`config.mk`:
```
export PLATFORM = sky130hd
export DESIGN_NAME = bus_xcvr_reg
export DESIGN_NICKNAME = d
export VERILOG_FILES = /design/src/rtl/bxr_pkg.sv /design/src/rtl/bxr_edge_cap.sv /design/src/rtl/bxr_dir_ctrl.sv /design/src/rtl/bxr_out_path.sv /design/src/rtl/bus_xcvr_reg.sv
export SDC_FILE = /design/constraint.sdc
export NUM_CORES = 1
export LEC_CHECK = 0
export BUFFER_PORTS_ARGS = -buffer_cell sky130_fd_sc_hd__buf_2
export CORE_AREA = 4 4 54 56
export DETAILED_ROUTE_END_ITERATION = 10
export DIE_AREA = 0 0 58 60
export PLACE_DENSITY = 0.84
export SYNTH_ARGS = -nofsm -noshare
export SYNTH_HDL_FRONTEND = slang
export SYNTH_SLANG_ARGS = --single-unit
```
`constraint.sdc`:
```
create_clock -name clk -period 2.46 [get_ports clk]
set_input_delay 0.492 -clock clk [delete_from_list [all_inputs] [get_ports clk]]
set_output_delay 0.492 -clock clk [all_outputs]
set_load 0.01 [all_outputs]
```
`src/rtl/bxr_pkg.sv`:
```
package bxr_pkg;

   typedef enum logic [1:0] {
      DRV_NONE = 2'b00,
      DRV_A    = 2'b01,
      DRV_B    = 2'b10
   } drv_mode_e;

endpackage

```
`src/rtl/bxr_edge_cap.sv`:
```
module bxr_edge_cap #(
   parameter int WIDTH = 8
) (
   input  logic             clk,
   input  logic             rst,
   input  logic             stb_i,
   input  logic [WIDTH-1:0] d_i,
   output logic [WIDTH-1:0] q_o
);

   logic stb_seen;
   logic fire;

   assign fire = stb_i & ~stb_seen;

   always_ff @(posedge clk) begin
      if (rst) begin
         stb_seen <= 1'b0;
         q_o      <= '0;
      end else begin
         stb_seen <= stb_i;
         if (fire) q_o <= d_i;
      end
   end

   // a rising strobe loads the data present at that edge
   assert_capture_R6: assert property (@(posedge clk) disable iff (rst)
      fire |=> (q_o == $past(d_i)));

   // no rising strobe, no change
   assert_hold_R8: assert property (@(posedge clk) disable iff (rst)
      !fire |=> (q_o == $past(q_o)));

   // reset clears the stored word
   assert_reset_clear_R10: assert property (@(posedge clk)
      rst |=> (q_o == '0));

endmodule

```
`src/rtl/bxr_dir_ctrl.sv`:
```
module bxr_dir_ctrl
   import bxr_pkg::*;
(
   input  logic      oe_n,
   input  logic      dir,
   output drv_mode_e mode_o
);

   always_comb begin
      if (oe_n)     mode_o = DRV_NONE;
      else if (dir) mode_o = DRV_B;
      else          mode_o = DRV_A;
   end

endmodule

```
`src/rtl/bxr_out_path.sv`:
```
module bxr_out_path #(
   parameter int WIDTH      = 8,
   parameter bit INVERT_OUT = 1'b0
) (
   input  logic             en_i,
   input  logic             sel_i,
   input  logic [WIDTH-1:0] live_i,
   input  logic [WIDTH-1:0] held_i,
   output logic [WIDTH-1:0] out_o
);

   logic [WIDTH-1:0] pick;
   logic [WIDTH-1:0] pol;

   assign pick = sel_i ? held_i : live_i;

   generate
      if (INVERT_OUT) begin : g_inv
         assign pol = ~pick;
      end else begin : g_true
         assign pol = pick;
      end
   endgenerate

   assign out_o = en_i ? pol : '0;

endmodule

```
`src/rtl/bus_xcvr_reg.sv`:
```
module bus_xcvr_reg
   import bxr_pkg::*;
#(
   parameter int WIDTH      = 8,
   parameter bit INVERT_OUT = 1'b0
) (
   input  logic             clk,
   input  logic             rst,
   input  logic             oe_n,
   input  logic             dir,
   input  logic             stb_ab,
   input  logic             stb_ba,
   input  logic             sel_ab,
   input  logic             sel_ba,
   input  logic [WIDTH-1:0] a_in,
   output logic [WIDTH-1:0] a_out,
   output logic [WIDTH-1:0] a_oe,
   input  logic [WIDTH-1:0] b_in,
   output logic [WIDTH-1:0] b_out,
   output logic [WIDTH-1:0] b_oe
);

   localparam logic [WIDTH-1:0] INV_MASK = INVERT_OUT ? {WIDTH{1'b1}} : '0;

   generate
      if (WIDTH < 1) begin : g_bad_width
         $error("bus_xcvr_reg: WIDTH must be at least 1");
      end
   endgenerate

   drv_mode_e        mode;
   logic             drive_a;
   logic             drive_b;
   logic [WIDTH-1:0] held_ab;
   logic [WIDTH-1:0] held_ba;

   bxr_dir_ctrl u_dir (
      .oe_n   (oe_n),
      .dir    (dir),
      .mode_o (mode)
   );

   assign drive_a = (mode == DRV_A);
   assign drive_b = (mode == DRV_B);
   assign a_oe    = {WIDTH{drive_a}};
   assign b_oe    = {WIDTH{drive_b}};

   bxr_edge_cap #(.WIDTH(WIDTH)) u_cap_ab (
      .clk   (clk),
      .rst   (rst),
      .stb_i (stb_ab),
      .d_i   (a_in),
      .q_o   (held_ab)
   );

   bxr_edge_cap #(.WIDTH(WIDTH)) u_cap_ba (
      .clk   (clk),
      .rst   (rst),
      .stb_i (stb_ba),
      .d_i   (b_in),
      .q_o   (held_ba)
   );

   bxr_out_path #(.WIDTH(WIDTH), .INVERT_OUT(INVERT_OUT)) u_out_a (
      .en_i   (drive_a),
      .sel_i  (sel_ba),
      .live_i (b_in),
      .held_i (held_ba),
      .out_o  (a_out)
   );

   bxr_out_path #(.WIDTH(WIDTH), .INVERT_OUT(INVERT_OUT)) u_out_b (
      .en_i   (drive_b),
      .sel_i  (sel_ab),
      .live_i (a_in),
      .held_i (held_ab),
      .out_o  (b_out)
   );

   assert_all_off_R1: assert property (@(posedge clk) disable iff (rst)
      oe_n |-> (a_oe == '0 && b_oe == '0));

   assert_drive_a_R2: assert property (@(posedge clk) disable iff (rst)
      (!oe_n && !dir) |-> (&a_oe && b_oe == '0));

   assert_drive_b_R3: assert property (@(posedge clk) disable iff (rst)
      (!oe_n && dir) |-> (&b_oe && a_oe == '0));

   assert_live_a_R4: assert property (@(posedge clk) disable iff (rst)
      (!oe_n && !dir && !sel_ba) |-> (a_out == (b_in ^ INV_MASK)));

   assert_live_b_R5: assert property (@(posedge clk) disable iff (rst)
      (!oe_n && dir && !sel_ab) |-> (b_out == (a_in ^ INV_MASK)));

   assert_oe_exclusive_R11: assert property (@(posedge clk) disable iff (rst)
      !((|a_oe) && (|b_oe)));

   assert_idle_zero_R12: assert property (@(posedge clk) disable iff (rst)
      ((a_oe == '0) |-> (a_out == '0)) and ((b_oe == '0) |-> (b_out == '0)));

endmodule

```
==> results summary <==
In this run, post-CTS repair resized a total of 0 instances. The share of synthesized area spent on multiplexers is between 10% and 20%. The via count of the first global-routing pass came to 895. The kind of cell with the highest combined delay along the critical path is simple AND/OR/NAND/NOR gates. Derived from the worst setup path, the maximum achievable clock frequency is 569 MHz.

The area fraction in compound gates after synthesis is under 10%. The routability-driven placement congestion ratio came out at 0.738. The minimum setup slack in the final design is 0.703 ns. The number of hold-slack violations in the final timing report came to 0.

The class of the most critical setup path is primary input to primary output. The worst clock skew on the final layout came out at between 0.002 and 0.003 ns. The signal on the critical path passes through buf_2 > or2_1 > nor2_1 > buf_2. Counting every sink on the clock net gives 18. The largest fanout on the critical path is 9. The share of synthesized area occupied by flip-flops and latches is about a third. After Yosys synthesis, full adders, half adders and majority gates account for 0% of the synthesized area. The synthesized instance count came out at about 130. The total inserted antenna cells is 0. The worst supply voltage drop on vdd is approximately 280 uV. The starting DRC count in detailed routing came out at 18.

Once detailed placement completed, the half-perimeter wirelength came to about 2000 um. Clock tree synthesis selected as its root buffer the cell clkbuf_4. The final number of setup-violating endpoints is 0.

56 I/O pins were placed. The number of max-slew violations in the final report is 0. The xor and xnor fraction of the mapped netlist area is 0%. The power density over cell area came out at 482 nW/um^2. The clock transition time at the flip-flop clock pins of the worst setup and hold paths came out at 0.11 ns. The worst pin sits at a relative slew slack of 71.4%.

The required time of the critical path is 1.97 ns. The core area is 2430 sq um. The total iterations of the first detailed-routing run is 4. The run finished with clean final reports.

The vertical die dimension came out at ~60 um. A synthesized cell averages 8.91 sq um. Of all flip-flops after synthesis, the portion carrying an async set or reset was 0%. The number of warnings reported in the yosys synthesis log came out at 0. On the critical path, the stage with the largest delay is an instance of or2_1. The sum of internal, switching and leakage power is approximately 0.65 mW. The total number of H-tree levels is 1. The worst hold path belongs to the class primary input to register. Entering global routing, the biggest net connects 35 pins.

The fraction of final layout cells sized beyond drive strength 1 is 37.0%. The detail route stage leaves a number of antenna-violating nets equal to 0. When the netlist entered floorplanning its net count stood at 153. The count of maximum capacitance violations came out at 0.

The actual slew at the worst max-slew pin is 0.429 ns. The register area is between 300 and 400 sq um. The initial antenna violation count is 0. The TritonCTS buffer count came out at 3.

In this run the core area contains 18 standard-cell rows. The analysis attributes to cell leakage a power of roughly 0.65 nW. Summed over all layers, the routed wires come to approximately 2700 um.

In the final layout, the multi-input gates occupy between 600 and 700 sq um. The number of synthesized flops with an enable pin is 0. The area of the die is about 3500 sq um. Global routing finished with a remaining overflow of 0.

The first-pass GRT wire length is approximately 4200 um. The number of synthesized register bits came out at 18. The floorplan step set the die width to between 50 and 60 um. On the worst path, the slowest cell contributes a delay of between 0.3 and 0.4 ns. The overall routing resource usage came out at around 16%. TritonCTS built the clock tree.

The data arrival at the endpoint of the critical path came out at between 1 and 1.5 ns. After synthesis, the largest family of logic cells by area is simple AND/OR/NAND/NOR gates. The routed via count divided by cell count is roughly 5.1. Setup repair after global routing left no endpoint under its margin.

The remaining design rule violation count is 0. The later-pin clock latency in the skew report came out at 0.30 ns. The via count of the routed design is between 900 and 1000. For this configuration, the core starts out at a cell density of 47.3%. The maximum count of clock buffers along a single path is 2.

The average wire per standard cell is between 10 and 15 um. The sort of element at the end of the critical path is a primary output. The number of buffers added on ports is 55.

The basic-gate share of the synthesized area counting and, or, nand and nor cells is between 30% and 40%. The number of filler instances in the final layout is 223. The net count of the finished layout is 190.

The aggregate negative setup slack is 0 ns. For this design, the CTS-stage hold fixing added 0 buffers. The final cycle utilization of the critical path is 71.4%. The mapped cell area came out at 1150 sq um. The final critical delay including setup and external delays came out at roughly 1.8 ns. The number of setup buffers added after CTS is 0. In this design, the critical path's most frequently occurring cell is buf_2.

The primary flip-flop cell chosen by synthesis mapping is dfxtp_1. The worst slack after detailed placement is ~0.7 ns. The count of unique library cells instantiated by Yosys came out at 15.

STA classifies the critical path startpoint as a primary input. The post-synthesis to final-layout area growth came out at 16.8%. Counting both buffers and inverters, the worst setup path holds a total of 2.
[cell usage in the layout, fill, tap and decap left out, types with 2 or more instances in the layout]
master     instances
o21ai_1            3
clkbuf_4           3
nand2b_1          17
nor2_1            16
o21ai_0           13
inv_1              2
dfxtp_1           18
nand4bb_1         16
and2b_4            2
mux2i_1           16
buf_2             55
nor2b_1            2
[state kept, by name (all words and copies together), names as in the netlist]
register           cells
u_cap_ba.q_o           8
u_cap_ab.stb_seen      1
u_cap_ab.q_o           8
u_cap_ba.stb_seen      1
[worst min-delay path, stage by stage]
cell and delay [ns]:
buf_2 0.09, nand4bb_1 0.08, o21ai_0 0.07
[cell families after synthesis]
kind of cell,after synthesis
AO/OA/AOI/OAI,16
buffers and inverters,25
flip-flops,18
multiplexers,16
AND/OR/NAND/NOR,54
[per-layer routing]
layer / track usage [%] / share of wire (%) / up-vias
met2: 25.0 / 48 / 28
met5: 0 / 0 / -
li1: - / - / 506
met1: 20.8 / 46 / 454
met3: 2.81 / 4.8 / 4
met4: 5.96 / 1.0 / 0
[final cells by class]
class	instances	share of cell area (%)
Multi-Input combinational cell	86	46.6
Timing Repair Buffer	55	20.5
Tap cell	30	2.80
Clock buffer	4	2.70
Inverter	2	0.559
Sequential cell	18	26.8
[per-stage QoR]
step	std cells	hold slack, ns	area [sq um]	util, %
floorplan	129	0.441	1150	-
global placement	191	0.455	1310	53.7
detailed placement	191	0.465	1310	53.7
CTS	195	0.462	1340	55.2
global route	195	0.461	1340	55.2
finish	195	0.467	1340	55.2
[Yosys cell counts (2+ instances only)]
cell type | count | area share, %
nor2_1 | 16 | 5.2
mux2i_1 | 16 | 14
dfxtp_1 | 18 | 31
buf_4 | 17 | 11
nor2b_1 | 2 | 1.1
inv_1 | 2 | 0.65
buf_2 | 4 | 1.7
o21ai_1 | 3 | 1.3
nand4bb_1 | 16 | 16
o21ai_0 | 13 | 5.7
nand2b_1 | 17 | 9.2
and2b_4 | 2 | 1.7
[worst paths after layout]
check / start / to / slack, ns / cells after the start
hold reg to reg: u_cap_ba.q_o[4] / u_cap_ba.q_o[4] / 0.48 / 2
hold / removal: b_in[2] / u_cap_ba.q_o[2] / 0.47 / 3
setup / recovery: oe_n / a_out[1] / 0.70 / 4
setup reg to reg: u_cap_ba.stb_seen / u_cap_ba.q_o[7] / 1.45 / 2
[power breakdown]
group          leakage (nW)  internal (mW)  total, mW  switching, mW
logic                 0.479         0.0679      0.140         0.0724
clock network        0.0210         0.0903      0.187         0.0964
registers             0.148          0.309      0.320         0.0111
total                 0.648          0.467      0.647          0.180
No activity file was read; power rests on OpenSTA's default activity.
